`config.mk`:
```
export PLATFORM = sky130hd
export DESIGN_NAME = spi_flash_txn_mon
export DESIGN_NICKNAME = d
export VERILOG_FILES = /design/src/rtl/spi_fmon_pkg.sv /design/src/rtl/spi_fmon_classify.sv /design/src/rtl/spi_fmon_tracker.sv /design/src/rtl/spi_fmon_evq.sv /design/src/rtl/spi_flash_txn_mon.sv
export SDC_FILE = /design/constraint.sdc
export NUM_CORES = 1
export LEC_CHECK = 0
export ABC_AREA = 0
export CAP_MARGIN = 10
export CORE_MARGIN = 2
export CORE_UTILIZATION = 60
export DETAILED_ROUTE_END_ITERATION = 10
export MAX_ROUTING_LAYER = met4
export PLACE_DENSITY = 0.93
export REMOVE_ABC_BUFFERS = 1
export SYNTH_ARGS = -nofsm -noshare
export SYNTH_HDL_FRONTEND = slang
export SYNTH_SLANG_ARGS = --single-unit
```
`constraint.sdc`:
```
create_clock -name clk -period 7.5 [get_ports clk]
set_input_delay 1.125 -clock clk [delete_from_list [all_inputs] [get_ports clk]]
set_output_delay 1.125 -clock clk [all_outputs]
set_load 0.02 [all_outputs]
```
`src/rtl/spi_fmon_pkg.sv`:
```
// Package: shared types of the SPI flash transaction monitor.
// Holds the command class codes and the per-opcode length attributes.
package spi_fmon_pkg;

    localparam int LEN_W = 4;

    typedef enum logic [3:0] {
        FC_UNKNOWN     = 4'd0,
        FC_WR_EN       = 4'd1,
        FC_WR_DIS      = 4'd2,
        FC_ID_READ     = 4'd3,
        FC_STAT_READ   = 4'd4,
        FC_STAT_WRITE  = 4'd5,
        FC_DATA_READ   = 4'd6,
        FC_FAST_READ   = 4'd7,
        FC_SECT_ERASE  = 4'd8,
        FC_BLK_ERASE   = 4'd9,
        FC_CHIP_ERASE  = 4'd10,
        FC_PAGE_PROG   = 4'd11,
        FC_POWER_DOWN  = 4'd12,
        FC_WAKE_ID     = 4'd13,
        FC_MFR_DEV_ID  = 4'd14
    } fcls_t;

    // done_len: position of the final byte (0 = ends on chip-select rise)
    // min_len : positions needed before a chip-select rise is not a truncation
    typedef struct packed {
        logic [LEN_W-1:0] done_len;
        logic [LEN_W-1:0] min_len;
        logic             has_addr;
    } fattr_t;

endpackage

```
`src/rtl/spi_fmon_classify.sv`:
```
// Module: opcode classifier.
// Maps an opcode byte to its class and length attributes. Purely combinational.
// Assumes addresses span ADDR_BYTES bytes starting at byte position 2.
module spi_fmon_classify
    import spi_fmon_pkg::*;
#(
    parameter int ADDR_BYTES = 3
) (
    input  logic [7:0] opcode,
    output fcls_t      cls,
    output fattr_t     attr
);
    localparam logic [LEN_W-1:0] ADDR_END = LEN_W'(1 + ADDR_BYTES);
    localparam logic [LEN_W-1:0] FAST_MIN = LEN_W'(2 + ADDR_BYTES);

    // Decode the opcode into a class and its length rules.
    always_comb begin
        cls  = FC_UNKNOWN;
        attr = '{done_len: LEN_W'(1), min_len: LEN_W'(1), has_addr: 1'b0};
        unique case (opcode)
            8'h06: cls = FC_WR_EN;
            8'h04: cls = FC_WR_DIS;
            8'h60,
            8'hC7: cls = FC_CHIP_ERASE;
            8'hB9: cls = FC_POWER_DOWN;
            8'h9F: begin
                cls  = FC_ID_READ;
                attr = '{done_len: LEN_W'(4), min_len: LEN_W'(4), has_addr: 1'b0};
            end
            8'h05: begin
                cls  = FC_STAT_READ;
                attr = '{done_len: '0, min_len: LEN_W'(2), has_addr: 1'b0};
            end
            8'h01: begin
                cls  = FC_STAT_WRITE;
                attr = '{done_len: LEN_W'(2), min_len: LEN_W'(2), has_addr: 1'b0};
            end
            8'h03: begin
                cls  = FC_DATA_READ;
                attr = '{done_len: '0, min_len: ADDR_END, has_addr: 1'b1};
            end
            8'h0B: begin
                cls  = FC_FAST_READ;
                attr = '{done_len: '0, min_len: FAST_MIN, has_addr: 1'b1};
            end
            8'h02: begin
                cls  = FC_PAGE_PROG;
                attr = '{done_len: '0, min_len: ADDR_END, has_addr: 1'b1};
            end
            8'h20: begin
                cls  = FC_SECT_ERASE;
                attr = '{done_len: ADDR_END, min_len: ADDR_END, has_addr: 1'b1};
            end
            8'hD8: begin
                cls  = FC_BLK_ERASE;
                attr = '{done_len: ADDR_END, min_len: ADDR_END, has_addr: 1'b1};
            end
            8'hAB: begin
                cls  = FC_WAKE_ID;
                attr = '{done_len: '0, min_len: LEN_W'(1), has_addr: 1'b0};
            end
            8'h90: begin
                cls  = FC_MFR_DEV_ID;
                attr = '{done_len: LEN_W'(6), min_len: LEN_W'(6), has_addr: 1'b0};
            end
            default: cls = FC_UNKNOWN;
        endcase
    end

endmodule

```
`src/rtl/spi_fmon_tracker.sv`:
```
// Module: per-transaction tracker.
// Steps the byte position, captures address, ID, status and data-count
// fields, and raises ev_fire with a complete record in the same cycle as
// the completing byte or chip-select rise. Assumes byte_vld only with cs_n low;
// a strobe seen with cs_n high is ignored.
module spi_fmon_tracker
    import spi_fmon_pkg::*;
#(
    parameter int ADDR_W     = 24,
    parameter int DCNT_W     = 16,
    parameter int ALIGN_BITS = 12
) (
    input  logic              clk,
    input  logic              rst_n,
    input  logic              byte_vld,
    input  logic [7:0]        mosi_byte,
    input  logic [7:0]        miso_byte,
    input  logic              cs_n,
    output logic              ev_fire,
    output fcls_t             ev_cls,
    output logic [7:0]        ev_opc,
    output logic [ADDR_W-1:0] ev_addr,
    output logic [7:0]        ev_mfr,
    output logic [7:0]        ev_aux,
    output logic [7:0]        ev_dev,
    output logic [DCNT_W-1:0] ev_dcnt,
    output logic [1:0]        ev_cap,
    output logic              ev_unk,
    output logic              ev_trunc,
    output logic              ev_mis
);
    localparam int               ADDR_BYTES = ADDR_W / 8;
    localparam logic [LEN_W-1:0] ADDR_END   = LEN_W'(1 + ADDR_BYTES);
    localparam logic [LEN_W-1:0] DATA_POS   = LEN_W'(2 + ADDR_BYTES);
    localparam logic [LEN_W-1:0] FDATA_POS  = LEN_W'(3 + ADDR_BYTES);
    localparam logic [LEN_W-1:0] POS_MAX    = '1;

    fcls_t              new_cls, cls_q, cls_n;
    fattr_t             new_attr, attr_q, attr_n;
    logic               active_q, active_n;
    logic [7:0]         opc_q, opc_n;
    logic [LEN_W-1:0]   cnt_q, cnt_n, pos;
    logic [ADDR_W-1:0]  addr_q, addr_n;
    logic [7:0]         mfr_q, mfr_n, aux_q, aux_n, dev_q, dev_n;
    logic [DCNT_W-1:0]  dcnt_q, dcnt_n, dcnt_inc;
    logic               order_q, order_n;
    logic               trunc;

    spi_fmon_classify #(.ADDR_BYTES(ADDR_BYTES)) u_classify (
        .opcode (mosi_byte),
        .cls    (new_cls),
        .attr   (new_attr)
    );

    // Saturating increment of the data/status byte count.
    assign dcnt_inc = (dcnt_q == '1) ? dcnt_q : dcnt_q + 1'b1;
    // Next byte position, saturating.
    assign pos      = (cnt_q == POS_MAX) ? cnt_q : cnt_q + 1'b1;

    // Next-state and event decision for the current byte or chip-select rise.
    always_comb begin
        active_n = active_q;
        cls_n    = cls_q;
        attr_n   = attr_q;
        opc_n    = opc_q;
        cnt_n    = cnt_q;
        addr_n   = addr_q;
        mfr_n    = mfr_q;
        aux_n    = aux_q;
        dev_n    = dev_q;
        dcnt_n   = dcnt_q;
        order_n  = order_q;
        ev_fire  = 1'b0;
        trunc    = 1'b0;
        if (cs_n) begin
            if (active_q) begin
                ev_fire  = 1'b1;
                trunc    = (cnt_q < attr_q.min_len);
                active_n = 1'b0;
            end
        end else if (byte_vld) begin
            if (!active_q) begin
                opc_n   = mosi_byte;
                cls_n   = new_cls;
                attr_n  = new_attr;
                cnt_n   = LEN_W'(1);
                addr_n  = '0;
                mfr_n   = '0;
                aux_n   = '0;
                dev_n   = '0;
                dcnt_n  = '0;
                order_n = 1'b0;
                if (new_cls == FC_UNKNOWN || new_attr.done_len == LEN_W'(1)) begin
                    ev_fire = 1'b1;
                end else begin
                    active_n = 1'b1;
                end
            end else begin
                cnt_n = pos;
                if (attr_q.has_addr && pos >= LEN_W'(2) && pos <= ADDR_END) begin
                    addr_n = {addr_q[ADDR_W-9:0], mosi_byte};
                end
                unique case (cls_q)
                    FC_ID_READ: begin
                        if (pos == LEN_W'(2)) mfr_n = miso_byte;
                        if (pos == LEN_W'(3)) aux_n = miso_byte;
                        if (pos == LEN_W'(4)) dev_n = miso_byte;
                    end
                    FC_STAT_READ: begin
                        aux_n  = miso_byte;
                        dcnt_n = dcnt_inc;
                    end
                    FC_STAT_WRITE: begin
                        if (pos == LEN_W'(2)) aux_n = mosi_byte;
                    end
                    FC_DATA_READ, FC_PAGE_PROG: begin
                        if (pos >= DATA_POS) dcnt_n = dcnt_inc;
                    end
                    FC_FAST_READ: begin
                        if (pos >= FDATA_POS) dcnt_n = dcnt_inc;
                    end
                    FC_WAKE_ID: begin
                        if (pos == DATA_POS) aux_n = miso_byte;
                    end
                    FC_MFR_DEV_ID: begin
                        if (pos == LEN_W'(4)) order_n = mosi_byte[0];
                        if (pos == LEN_W'(5)) begin
                            if (order_q) dev_n = miso_byte;
                            else         mfr_n = miso_byte;
                        end
                        if (pos == LEN_W'(6)) begin
                            if (order_q) mfr_n = miso_byte;
                            else         dev_n = miso_byte;
                        end
                    end
                    default: ;
                endcase
                if (attr_q.done_len != '0 && pos == attr_q.done_len) begin
                    ev_fire  = 1'b1;
                    active_n = 1'b0;
                end
            end
        end
    end

    // Event record fields, taken from the post-update values.
    always_comb begin
        ev_cls   = cls_n;
        ev_opc   = opc_n;
        ev_addr  = addr_n;
        ev_mfr   = mfr_n;
        ev_aux   = aux_n;
        ev_dev   = dev_n;
        ev_dcnt  = dcnt_n;
        ev_trunc = trunc;
        ev_unk   = (cls_n == FC_UNKNOWN);
        ev_mis   = (cls_n == FC_SECT_ERASE) && !trunc && (|addr_n[ALIGN_BITS-1:0]);
        ev_cap   = 2'd0;
        if (cls_n == FC_ID_READ || cls_n == FC_MFR_DEV_ID) begin
            unique case (dev_n)
                8'h14:   ev_cap = 2'd1;
                8'h15:   ev_cap = 2'd2;
                8'h16:   ev_cap = 2'd3;
                default: ev_cap = 2'd0;
            endcase
        end
    end

    // Transaction state registers.
    always_ff @(posedge clk) begin
        if (!rst_n) begin
            active_q <= 1'b0;
            cls_q    <= FC_UNKNOWN;
            attr_q   <= '0;
            opc_q    <= '0;
            cnt_q    <= '0;
            addr_q   <= '0;
            mfr_q    <= '0;
            aux_q    <= '0;
            dev_q    <= '0;
            dcnt_q   <= '0;
            order_q  <= 1'b0;
        end else begin
            active_q <= active_n;
            cls_q    <= cls_n;
            attr_q   <= attr_n;
            opc_q    <= opc_n;
            cnt_q    <= cnt_n;
            addr_q   <= addr_n;
            mfr_q    <= mfr_n;
            aux_q    <= aux_n;
            dev_q    <= dev_n;
            dcnt_q   <= dcnt_n;
            order_q  <= order_n;
        end
    end

endmodule

```
`src/rtl/spi_fmon_evq.sv`:
```
// Module: single-entry event holding register.
// Loads a pushed record when empty or when the held one leaves in the same
// cycle; otherwise drops the new record and sets a sticky overflow bit.
module spi_fmon_evq #(
    parameter int W = 8
) (
    input  logic         clk,
    input  logic         rst_n,
    input  logic         push,
    input  logic [W-1:0] din,
    input  logic         ready,
    output logic         valid,
    output logic [W-1:0] dout,
    output logic         ovf
);
    // Hold, replace or release the record and track drops.
    always_ff @(posedge clk) begin
        if (!rst_n) begin
            valid <= 1'b0;
            dout  <= '0;
            ovf   <= 1'b0;
        end else if (push && (!valid || ready)) begin
            valid <= 1'b1;
            dout  <= din;
        end else if (push) begin
            ovf   <= 1'b1;
        end else if (ready) begin
            valid <= 1'b0;
        end
    end

endmodule

```
`src/rtl/spi_flash_txn_mon.sv`:
```
// Module: SPI flash transaction monitor (top).
// Passive observer of a byte-level SPI flash link: classifies commands,
// captures their fields and emits one event record per command through a
// valid/ready output. Assumes bytes arrive only while cs_n is low.
module spi_flash_txn_mon #(
    parameter int ADDR_W     = 24,
    parameter int DCNT_W     = 16,
    parameter int ALIGN_BITS = 12
) (
    input  logic              clk,
    input  logic              rst_n,
    input  logic              byte_vld,
    input  logic [7:0]        mosi_byte,
    input  logic [7:0]        miso_byte,
    input  logic              cs_n,
    input  logic              evt_ready,
    output logic              evt_valid,
    output logic [3:0]        evt_class,
    output logic [7:0]        evt_opcode,
    output logic [ADDR_W-1:0] evt_addr,
    output logic [7:0]        evt_mfr_id,
    output logic [7:0]        evt_aux,
    output logic [7:0]        evt_dev_id,
    output logic [DCNT_W-1:0] evt_dcount,
    output logic [1:0]        evt_cap,
    output logic              evt_unknown,
    output logic              evt_trunc,
    output logic              evt_misalign,
    output logic              evt_overflow
);
    import spi_fmon_pkg::*;

    localparam int REC_W = 4 + 8 + ADDR_W + 24 + DCNT_W + 2 + 3;

    logic              ev_fire, ev_unk, ev_trunc, ev_mis;
    fcls_t             ev_cls;
    logic [7:0]        ev_opc, ev_mfr, ev_aux, ev_dev;
    logic [ADDR_W-1:0] ev_addr;
    logic [DCNT_W-1:0] ev_dcnt;
    logic [1:0]        ev_cap;
    logic [REC_W-1:0]  rec_in, rec_out;

    spi_fmon_tracker #(
        .ADDR_W     (ADDR_W),
        .DCNT_W     (DCNT_W),
        .ALIGN_BITS (ALIGN_BITS)
    ) u_tracker (
        .clk       (clk),
        .rst_n     (rst_n),
        .byte_vld  (byte_vld),
        .mosi_byte (mosi_byte),
        .miso_byte (miso_byte),
        .cs_n      (cs_n),
        .ev_fire   (ev_fire),
        .ev_cls    (ev_cls),
        .ev_opc    (ev_opc),
        .ev_addr   (ev_addr),
        .ev_mfr    (ev_mfr),
        .ev_aux    (ev_aux),
        .ev_dev    (ev_dev),
        .ev_dcnt   (ev_dcnt),
        .ev_cap    (ev_cap),
        .ev_unk    (ev_unk),
        .ev_trunc  (ev_trunc),
        .ev_mis    (ev_mis)
    );

    // Pack the record for the holding register.
    assign rec_in = {ev_cls, ev_opc, ev_addr, ev_mfr, ev_aux, ev_dev,
                     ev_dcnt, ev_cap, ev_unk, ev_trunc, ev_mis};

    spi_fmon_evq #(.W(REC_W)) u_evq (
        .clk   (clk),
        .rst_n (rst_n),
        .push  (ev_fire),
        .din   (rec_in),
        .ready (evt_ready),
        .valid (evt_valid),
        .dout  (rec_out),
        .ovf   (evt_overflow)
    );

    // Unpack the held record onto the output ports.
    assign {evt_class, evt_opcode, evt_addr, evt_mfr_id, evt_aux, evt_dev_id,
            evt_dcount, evt_cap, evt_unknown, evt_trunc, evt_misalign} = rec_out;

endmodule

```
==> impl_metrics.json <==
{
  "vias": 7765,
  "die_y_um": 120,
  "end_kind": "flop",
  "skew_ns": 0.00894,
  "synth_area_per_cell_um2": 8.19,
  "max_cap_violations": 0,
  "final.setup.tns_ns": 0,
  "period_share": 0.582,
  "fillers": 941,
  "ys_seq_elements": 172,
  "slowest_stage": "clkdlybuf4s50_1",
  "drt_pre_antenna_iters": 6,
  "antennaDiodeCount": 0,
  "yosysSeqAreaShare": 0.427,
  "powerDensity_nw_per_um2": 225,
  "viasPerCell": 6.33,
  "tritoncts": "yes",
  "clk_pin_slew_ns": 0.06,
  "synth_edf_count": 0,
  "start_util": 0.611,
  "ctsHoldBuffers": 0,
  "place_hpwl_um": 13600,
  "worst_slew_pin_slew_ns": 1.02,
  "die_x_um": 120,
  "dp_slack_ns": 2.78,
  "synth_most_common_cell": "dfxtp_1",
  "vdd_drop_max_v": 0.000172,
  "ant_nets": 0,
  "core_um2": 13200,
  "max_freq_mhz": 229,
  "wl_um": 21200,
  "synthTopCellsByArea": "dfxtp_1 (43%), nor2_1 (6.8%), nand2_1 (3.9%)",
  "cp_cell_sequence": "clkdlybuf4s50_1, nand3_1, or4_1, o211a_1, a41oi_1, a21oi_1, nand2b_1, buf_4, nor2_1, nor3_1",
  "holdWs_ns": 0.471,
  "p_leak_nw": 3.45,
  "cts_buffers": 17,
  "relSlewSlack": 0.319,
  "rsz0062_at_grt": "no",
  "async_flop_share": 0,
  "worstPathMaxFanout": 25,
  "cts_buffer_depth": 2,
  "grt_max_degree": 77,
  "nets": 1063,
  "synth_top_area_frac": 0.427,
  "synthCells": 984,
  "grt_use_total": 0.308,
  "synth_top_cell_by_area": "dfxtp_1",
  "slew_viol_final": 0,
  "wire_per_inst_um": 17.3,
  "worst_path_largest_cell_delay_ns": 0.84,
  "grt_pass1_vias": 7154,
  "status": "complete, no violations",
  "path_buf_inv": 2,
  "path_delay_family": "simple AND/OR/NAND/NOR gates",
  "r2r_slack_ns": 3.43,
  "grt-ovfl-total": 0,
  "finalCriticalPeriod_ns": 4.36,
  "yosysWarnings": 0,
  "htree_levels": 4,
  "grt_pass1_wl_um": 35000,
  "clkSinkCount": 172,
  "die-area_um2": 14400,
  "synth_area_um2": 8060,
  "final_hold_viol_count": 0,
  "ios": 104,
  "drt_iter0_drc": 808,
  "place_congestion": 0.990,
  "layout-drive-gt1-share": 0.0695,
  "drc": 0,
  "port_buffers": 103,
  "rows": 42,
  "critPathRequiredTime_ns": 7.84,
  "syn2layout_area_growth_pct": 20.6,
  "arrival_ns": 4.71,
  "total_power_w": 0.00219,
  "finalSetupViolations": 0,
  "synth_cell_types": 84,
  "postCtsSetupBuffers": 0,
  "clock_latency_ns": 0.44,
  "hold_path.class": "flop to flop",
  "dominantRegCellSynth": "dfxtp_1",
  "synthTopCellsByCount": "dfxtp_1 (172), nor2_1 (146), nand2_1 (84), o21ai_0 (61), a21oi_1 (48)",
  "start_kind": "input pin",
  "setup_slack_ns": 3.14,
  "critical_path_class": "input pin to flop",
  "antenna_found_initial": 0,
  "cts-root-buf": "clkbuf_16",
  "cts-resized-gates": 0
}
metrics by stage:
step | util | instance area [um2] | cells
after floorplan | - | 7700 | 905
after global placement | 0.686 | 9040 | 1195
after detailed placement | 0.686 | 9040 | 1195
after CTS | 0.737 | 9720 | 1227
after global routing | 0.737 | 9720 | 1227
final | 0.737 | 9720 | 1227
cells in the final DEF, fill, tap and decap left out, types with 6 or more instances in the layout:
cell             synthesis  routed
clkdlybuf4s50_1          0     102
dfxtp_1                172     172
a22oi_1                 26      26
nand2b_1                13      12
nor2b_1                  7       7
o221ai_1                10      10
nor3_1                  35      35
nand4_1                  9       9
mux2i_1                 12      12
a21oi_1                 48      48
nand3_1                 35      35
and2_1                  36      36
a211oi_1                20      20
clkbuf_16                0      17
o21ai_0                 61      61
buf_4                    2      11
a22o_1                   9       9
a222oi_1                 8       8
nor2_1                 146     146
inv_1                   13      13
nand2_1                 84      84
a31oi_1                 15      15
nand4b_1                 6       6
and3_1                   8       8
nor4_1                   8       8
sequential cells by signal, indices dropped and copies added, names as in the netlist:
signal / flops
u_evq.dout: 81
u_evq.ovf: 1
u_evq.valid: 1
u_tracker.active_q: 1
u_tracker.addr_q: 24
u_tracker.attr_q: 7
u_tracker.aux_q: 8
u_tracker.cls_q: 4
u_tracker.cnt_q: 4
u_tracker.dcnt_q: 16
u_tracker.dev_q: 8
u_tracker.mfr_q: 8
u_tracker.opc_q: 8
u_tracker.order_q: 1
final timing paths:
path / startpoint / endpoint / cells after the start
setup / recovery: mosi_byte[0] / u_evq.dout[22] / 10
hold / removal: u_evq.dout[80] / u_evq.dout[80] / 2
setup reg to reg: u_tracker.cnt_q[0] / u_evq.dout[4] / 10
hold reg to reg: u_evq.dout[80] / u_evq.dout[80] / 2
report_power, final:
part           internal (W)  switching (W)
Clock              0.000622       0.000369
Combinational     0.0000922       0.000141
Sequential         0.000945      0.0000220
Total               0.00166       0.000532
cell families (layout without fill, tap and decap cells):
| logic type | count (synthesis) | in the layout | synth area share |
|---|---|---|---|
| multiplexers | 13 | 13 | 0.0163 |
| adder cells (fa/ha/maj) | 4 | 4 | 0.00621 |
| AND/OR/NAND/NOR | 427 | 427 | 0.262 |
| AO/OA/AOI/OAI | 272 | 272 | 0.234 |
| buffers and inverters | 93 | 160 | 0.0500 |
| XOR/XNOR | 3 | 3 | 0.00326 |
| flip-flops | 172 | 172 | 0.427 |
worst register-to-register path: cells and delay by family (launching register included):
kind,cells,cell delay [ns]
adders and majority gates,1,0.52
buffers and inverters,1,0.60
muxes,1,0.35
DFF,1,0.75
AOI/OAI and AO/OA,5,1.04
and+or+nand+nor,2,0.75
area by class of cell:
cell class / count / area (um2) / share of cell area
clock inverter: 12 / 205 / 0.0211
clock buffer: 20 / 467 / 0.0480
inverter: 14 / 52.6 / 0.00541
multi-input combinational: 719 / 4220 / 0.434
tap: 176 / 220 / 0.0227
sequential: 172 / 3440 / 0.354
timing repair buffer: 114 / 1110 / 0.114
routing by layer:
| metal | vias to the layer above | global-route usage | part of all wire |
|---|---|---|---|
| met5 | - | - | 0 |
| met2 | 398 | 0.467 | 0.46 |
| met4 | 0 | 0.126 | 0.025 |
| met3 | 61 | 0.0604 | 0.086 |
| met1 | 3623 | 0.405 | 0.43 |
| li1 | 3683 | - | - |
No activity file was read; power rests on OpenSTA's default activity.
